`src/rtl/trig_pkg.sv`:
```
package trig_pkg;
  localparam int REG_W = 5;
  localparam logic [REG_W-1:0] OFF_STAT    = 5'h00;
  localparam logic [REG_W-1:0] OFF_RAW     = 5'h04;
  localparam logic [REG_W-1:0] OFF_RISE    = 5'h08;
  localparam logic [REG_W-1:0] OFF_FALL    = 5'h0C;
  localparam logic [REG_W-1:0] OFF_RISE_S  = 5'h10;
  localparam logic [REG_W-1:0] OFF_RISE_C  = 5'h14;
  localparam logic [REG_W-1:0] OFF_FALL_S  = 5'h18;
  localparam logic [REG_W-1:0] OFF_FALL_C  = 5'h1C;
endpackage

```
`src/rtl/line_sync.sv`:
```
module line_sync #(
  parameter int W = 32
) (
  input  logic         clk_i,
  input  logic         rst_ni,
  input  logic [W-1:0] d_i,
  output logic [W-1:0] q_o
);
  logic [W-1:0] meta_q, sync_q;

  always_ff @(posedge clk_i or negedge rst_ni) begin
    if (!rst_ni) begin
      meta_q <= '0;
      sync_q <= '0;
    end else begin
      meta_q <= d_i;
      sync_q <= meta_q;
    end
  end

  assign q_o = sync_q;
endmodule

```
`src/rtl/trig_bank.sv`:
```
module trig_bank #(
  parameter int W = 32
) (
  input  logic         clk_i,
  input  logic         rst_ni,
  input  logic [W-1:0] line_i,
  input  logic [W-1:0] rise_set_i,
  input  logic [W-1:0] rise_clr_i,
  input  logic [W-1:0] fall_set_i,
  input  logic [W-1:0] fall_clr_i,
  input  logic [W-1:0] ack_i,
  output logic [W-1:0] trig_o,
  output logic [W-1:0] latch_o,
  output logic [W-1:0] rise_cfg_o,
  output logic [W-1:0] fall_cfg_o
);
  logic [W-1:0] sync_w, prev_q, rise_q, fall_q, latch_q;
  logic [W-1:0] rise_ev, fall_ev, edge_mode, hit;

  line_sync #(.W(W)) u_sync (
    .clk_i (clk_i),
    .rst_ni(rst_ni),
    .d_i   (line_i),
    .q_o   (sync_w)
  );

  assign rise_ev   = sync_w & ~prev_q;
  assign fall_ev   = ~sync_w & prev_q;
  assign edge_mode = rise_q ^ fall_q;
  assign hit       = (rise_q & ~fall_q & rise_ev) | (~rise_q & fall_q & fall_ev);

  always_ff @(posedge clk_i or negedge rst_ni) begin
    if (!rst_ni) begin
      prev_q  <= '0;
      rise_q  <= '0;
      fall_q  <= '0;
      latch_q <= '0;
    end else begin
      prev_q  <= sync_w;
      rise_q  <= (rise_q | rise_set_i) & ~rise_clr_i;
      fall_q  <= (fall_q | fall_set_i) & ~fall_clr_i;
      // new edge wins over a simultaneous acknowledge
      latch_q <= ((latch_q & ~ack_i) | hit) & edge_mode;
    end
  end

  // level modes: rise=fall=0 follows input, rise=fall=1 inverts it
  assign trig_o     = edge_mode ? latch_q : (sync_w ^ rise_q);
  assign latch_o    = latch_q;
  assign rise_cfg_o = rise_q;
  assign fall_cfg_o = fall_q;

  AST_LATCH_STICKY: assert property (@(posedge clk_i) disable iff (!rst_ni)
    1'b1 |=> (($past(latch_q) & ~$past(ack_i) & $past(edge_mode) & ~latch_q) == '0));
  AST_ACK_CLEARS: assert property (@(posedge clk_i) disable iff (!rst_ni)
    (ack_i != '0) |=> ((latch_q & $past(ack_i) & ~$past(hit)) == '0));
  AST_EDGE_WINS: assert property (@(posedge clk_i) disable iff (!rst_ni)
    (hit != '0) |=> ((latch_q & $past(hit)) == $past(hit)));
  AST_LEVEL_NO_LATCH: assert property (@(posedge clk_i) disable iff (!rst_ni)
    1'b1 |=> ((latch_q & ~$past(edge_mode)) == '0));
  AST_RISE_SET: assert property (@(posedge clk_i) disable iff (!rst_ni)
    (rise_set_i != '0 && rise_clr_i == '0) |=> ((rise_q & $past(rise_set_i)) == $past(rise_set_i)));
  AST_FALL_CLR: assert property (@(posedge clk_i) disable iff (!rst_ni)
    (fall_clr_i != '0) |=> ((fall_q & $past(fall_clr_i)) == '0));
endmodule

```
`src/rtl/trig_cond_unit.sv`:
```
module trig_cond_unit
  import trig_pkg::*;
#(
  parameter int LINES  = 64,
  parameter int BANK_W = 32,
  localparam int NBANK  = LINES / BANK_W,
  localparam int BSEL_W = (NBANK > 1) ? $clog2(NBANK) : 1,
  localparam int AW     = BSEL_W + REG_W
) (
  input  logic              clk_i,
  input  logic              rst_ni,
  input  logic [LINES-1:0]  line_i,
  input  logic              wr_en_i,
  input  logic [AW-1:0]     addr_i,
  input  logic [BANK_W-1:0] wdata_i,
  output logic [BANK_W-1:0] rdata_o,
  output logic [LINES-1:0]  trig_o
);
  logic [REG_W-1:0]  reg_sel;
  logic [BSEL_W-1:0] bank_sel;
  logic [BANK_W-1:0] b_trig  [NBANK];
  logic [BANK_W-1:0] b_latch [NBANK];
  logic [BANK_W-1:0] b_rise  [NBANK];
  logic [BANK_W-1:0] b_fall  [NBANK];

  assign reg_sel  = addr_i[REG_W-1:0];
  assign bank_sel = addr_i[AW-1:REG_W];

  for (genvar b = 0; b < NBANK; b++) begin : g_bank
    logic hit_b;
    assign hit_b = wr_en_i && (bank_sel == BSEL_W'(b));

    trig_bank #(.W(BANK_W)) u_bank (
      .clk_i     (clk_i),
      .rst_ni    (rst_ni),
      .line_i    (line_i[b*BANK_W +: BANK_W]),
      .rise_set_i((hit_b && reg_sel == OFF_RISE_S) ? wdata_i : '0),
      .rise_clr_i((hit_b && reg_sel == OFF_RISE_C) ? wdata_i : '0),
      .fall_set_i((hit_b && reg_sel == OFF_FALL_S) ? wdata_i : '0),
      .fall_clr_i((hit_b && reg_sel == OFF_FALL_C) ? wdata_i : '0),
      .ack_i     ((hit_b && reg_sel == OFF_RAW)    ? wdata_i : '0),
      .trig_o    (b_trig[b]),
      .latch_o   (b_latch[b]),
      .rise_cfg_o(b_rise[b]),
      .fall_cfg_o(b_fall[b])
    );
    assign trig_o[b*BANK_W +: BANK_W] = b_trig[b];
  end

  always_comb begin
    rdata_o = '0;
    if (int'(bank_sel) < NBANK) begin
      unique case (reg_sel)
        OFF_STAT: rdata_o = b_trig[bank_sel];
        OFF_RAW:  rdata_o = b_latch[bank_sel];
        OFF_RISE: rdata_o = b_rise[bank_sel];
        OFF_FALL: rdata_o = b_fall[bank_sel];
        default:  rdata_o = '0;
      endcase
    end
  end

  AST_RESET_QUIET: assert property (@(posedge clk_i) disable iff (!rst_ni)
    $rose(rst_ni) |-> (trig_o == '0));
endmodule

```
`config.mk`:
```
export PLATFORM = sky130hd
export DESIGN_NAME = trig_cond_unit
export DESIGN_NICKNAME = d
export VERILOG_FILES = /design/src/rtl/trig_pkg.sv /design/src/rtl/line_sync.sv /design/src/rtl/trig_bank.sv /design/src/rtl/trig_cond_unit.sv
export SDC_FILE = /design/constraint.sdc
export NUM_CORES = 1
export LEC_CHECK = 0
export ABC_AREA = 1
export CAP_MARGIN = 20
export CORE_ASPECT_RATIO = 0.5
export CORE_MARGIN = 10
export CORE_UTILIZATION = 32
export CTS_BUF_LIST = sky130_fd_sc_hd__clkbuf_8
export CTS_CLUSTER_SIZE = 10
export DETAILED_ROUTE_END_ITERATION = 10
export DONT_BUFFER_PORTS = 1
export PLACE_DENSITY = 0.48
export SYNTH_ARGS = -nofsm -noshare
export SYNTH_HDL_FRONTEND = slang
export SYNTH_SLANG_ARGS = --single-unit
```
`constraint.sdc`:
```
create_clock -name clk_i -period 2.5 [get_ports clk_i]
set_clock_uncertainty 0.05 [all_clocks]
set_input_delay 0.25 -clock clk_i [delete_from_list [all_inputs] [get_ports clk_i]]
set_output_delay 0.25 -clock clk_i [all_outputs]
set_load 0.005 [all_outputs]
```
==> summary.txt <==
Global routing
  • GRT overflow: 0
  • Total GRT Usage: 0.194
  • Vias in the first global route: around 17000
  • First-pass GRT wire length: roughly 110 mm
  • Largest net degree at the start of global routing: approximately 390
  • Initial antenna violation count: 0

Timing
  • Ratio of final minimum period to clock period: 1.20
  • RSZ-0062 raised after global routing: true
  • Slew Limit Fails: 96
  • Final min period: approximately 3 ns
  • Slew @ Worst Pin: approximately 1.6 ns
  • # setup viols final: 96
  • Fmax achieved: 0.334 GHz
  • Slew headroom: -0.0964
  • Hold slack final: -0.723 ns
  • Final hold violation count: about 380
  • Setup TNS: -34.70 ns
  • Setup slack after layout: -0.496 ns

Layout
  • Area grow syn2layout: 41.1%
  • Multi-input gate area: between 10000 and 15000 um^2
  • Reg area: between 9000 and 10000 um^2
  • Filler instances: 5680
  • Antenna diodes: 0
  • Non-filler instance count after layout: about 3400
  • Layout cells sized above 1: 0.292
  • Final nets: 2761
  • Final core utilization: 0.459

Pwr
  • Internal power of the cells: about 12 mW
  • Leakage: 12.4 nW
  • NetSw: a little over 6 mW
  • Sw Ratio: 0.331
  • PwrDens: a little under 700 nW/um^2
  • Sequential share of power: 0.422
  • Max VDD drop: ~0.42 mV
  • Combinational share of power: 0.276
  • Proportion of power drawn by the clock network: 0.302

Clock tree
  • H-tree depth: 2
  • Clock Sinks: 384
  • CTS tree: built
  • Reg clk slew, reported paths: around 0.070 ns
  • Hold-fix buffers, CTS: 96
  • TritonCTS Buffers: around 60
  • Clock Tree Root: clkbuf_8
  • CTS max path bufs: 3
  • Worst-Skew Late Latency: about 0.66 ns

Yosys
  • Synth unique cells: 21
  • Post-Synthesis Cells: roughly 2200
  • Mapped Area: about 19000 um^2
  • Post-Synth Simple-Gate Area: 0.179
  • Area leader, netlist: dfrtp_1
  • Ys async rst share: 1.00
  • Syn_nets: between 2000 and 2500
  • Synth Area in Adders: 0.0828
  • Avg Synthesized Cell Area: around 8.6 um^2
  • Dominant cells by area after synthesis: dfrtp_1 (50%), nand2_1 (8.5%), ha_1 (8.3%), a21oi_1 (5.8%), inv_1 (4.4%)
  • Top_reg_cell synth: dfrtp_1
  • Largest family of logic cells by synthesized area: simple AND/OR/NAND/NOR gates
  • Post-Synth XOR/XNOR Area: 0.0290
  • Post-synthesis sequential area ratio: 0.497
  • Post-synthesis mux area share: 0
  • Synth Register Bits: approximately 380
  • Synth Warn #: 0
  • Most numerous cell in the Yosys netlist: nand2_1
  • Post-synth top cells: nand2_1 (439), dfrtp_1 (384), inv_1 (229), a21oi_1 (224), nor2_1 (190)
  • Post-synthesis compound-gate area fraction: 0.141
  • Share of Yosys cell area claimed by the top area cell type: 0.497
  • Number of flops mapped to enable cells by yosys: 0

Placed design
  • Placed cells: about 3100
  • Place WS: -0.000397 ns
  • RePlAce Congestion: 0.806
  • PortBufs: 0
  • Hpwl dp: 43.1 mm

Min path
  • Hold Path Class: in -> async

Detailed routing
  • Final wirelength: roughly 73 mm
  • Met3 Wirelength: between 4 and 5 mm
  • Routed vias: roughly 17000
  • 1st-iter DRT viols: ~1400
  • Drt pass-1 iters: 6
  • Wire length on met2: 35.5 mm
  • Drt drc: 0
  • Wire length on met1: 31.6 mm
  • Routed vias/inst: between 5 and 6
  • DRT antenna net count: 0
  • Top sig layer: met4
  • Routed len/inst: around 22 um

Floorplanning
  • Row cnt: between 60 and 70
  • Die width: 368 um
  • Chip height: slightly below 200 um
  • CORE AREA: 59500 um^2
  • I/O pin count: 201
  • Initial Utilization: 0.325
  • Die area: between 70000 and 80000 um^2

Outcome
  • Status: finished, violations left
  • Failing checks: hold timing, slew limit, setup timing

Critical path
  • R2r setup slk: 1.15 ns
  • CP required: roughly 2.2 ns
  • R2R cell count: 7
  • RR Endpoint: g_bank[1].u_bank.latch_o[22]
  • Start of the worst register-to-register path: g_bank[1].u_bank.rise_cfg_o[22]
  • CP startpoint: g_bank[1].u_bank.fall_cfg_o[7]
  • Worst Path Max Fanout: 9
  • Setup crit start kind: flip-flop
  • Crit path capture: rdata_o[23]
  • Nature of the critical path endpoint: output port
  • WS Path Type: reg -> out
  • Critical path arrival: between 2 and 3 ns

Flow run
  • Maxcap violations: 0
## power groups by stage
stage / Combinational, mW / Clock (mW) / Sequential [mW]
floorplan: 2.21 / 0 / 7.68
global placement: 3.60 / 0 / 7.82
detailed placement: 3.62 / 0 / 7.81
CTS: 4.58 / 5.81 / 7.75
global route: 5.67 / 6.07 / 7.99
finish: 5.15 / 5.65 / 7.89
## per-layer routing
| layer | GRT usage | vias up |
|---|---|---|
| met2 | 0.328 | 509 |
| met4 | 0.0510 | 0 |
| met3 | 0.0332 | 125 |
| li1 | - | 7953 |
| met1 | 0.255 | 8468 |
| met5 | 0 | - |
## cell type report
type / count / area share
timing repair buffer: 347 / 0.135
multi-input combinational: 1505 / 0.398
clock inverter: 26 / 0.00596
tap: 812 / 0.0372
sequential: 384 / 0.352
inverter: 231 / 0.0318
clock buffer: 79 / 0.0398
## cell families after synthesis
family                   count (synthesis)
adder cells (fa/ha/maj)                128
flip-flops                             384
buffers and inverters                  351
AO/OA/AOI/OAI                          481
AND/OR/NAND/NOR                        832
XOR/XNOR                                64
## flip-flops by register name, summed over array words and instances, names as in the netlist
register                     cells
g_bank.u_bank.fall_cfg_o        64
g_bank.u_bank.u_sync.meta_q     64
g_bank.u_bank.latch_o           64
g_bank.u_bank.rise_cfg_o        64
g_bank.u_bank.prev_q            64
g_bank.u_bank.u_sync.q_o        64
## layout by cell type, fill, tap and decap left out
cell type,n
a22oi_1,64
a21oi_1,224
or2_2,31
buf_16,12
nor4_4,2
nand2_1,259
nor2_2,4
ha_1,77
buf_12,20
nand3_2,55
nand3_4,40
buf_4,155
buf_6,52
inv_2,19
nand3_1,66
bufinv_16,2
nor2_4,23
nor3_4,2
inv_1,226
dfrtp_1,384
a31oi_1,64
nor2_1,165
nand2_2,99
nand2_4,77
clkinv_2,10
ha_4,51
buf_8,5
o211ai_1,31
nor3_2,2
clkbuf_8,79
nand2_8,4
dlygate4sd3_1,96
xor2_1,64
o21ai_0,98
nand4_1,3
clkbuf_16,7
## worst min-delay path by stage
| stage | to | cells past startpoint |
|---|---|---|
| after floorplan | g_bank[0].u_bank.fall_cfg_o[0] | 0 |
| after global placement | g_bank[0].u_bank.u_sync.meta_q[2] | 0 |
| after detailed placement | g_bank[0].u_bank.u_sync.meta_q[2] | 0 |
| after CTS | g_bank[1].u_bank.fall_cfg_o[13] | 0 |
| after global routing | g_bank[0].u_bank.u_sync.meta_q[2] | 0 |
| final | g_bank[0].u_bank.u_sync.meta_q[2] | 0 |
## worst max-delay path, cell delays in order (launching register included)
cell	delay, ns
dfrtp_1	0.42
ha_4	0.31
nand2_4	0.05
nor2_4	0.20
nand2_2	0.10
nor2_4	0.17
buf_12	0.13
nand2_8	0.09
buf_12	0.18
nand2_2	0.10
nand3_1	0.08
nand3_1	0.10
nand2_2	0.09
## through the flow
step                power [mW]  hold slack [ns]  area (um^2)
floorplan                 9.90          -0.0956        19300
global placement          11.4          -0.0731        21500
detailed placement        11.4          -0.0738        21500
CTS                       18.1           -0.788        26000
global route              19.7           -0.770        27300
finish                    18.7           -0.723        27300
## timing repair
action | 4_1_cts | 5_1_grt
setup buffers | 34 | 10
setup endpoints to repair | 96 | 96
endpoints found under the hold margin | 640 | 384
gates resized for setup | 356 | 227
pin swaps | 77 | 64
gates cloned | 12 | 7
Power figures use the tool's default switching activity.
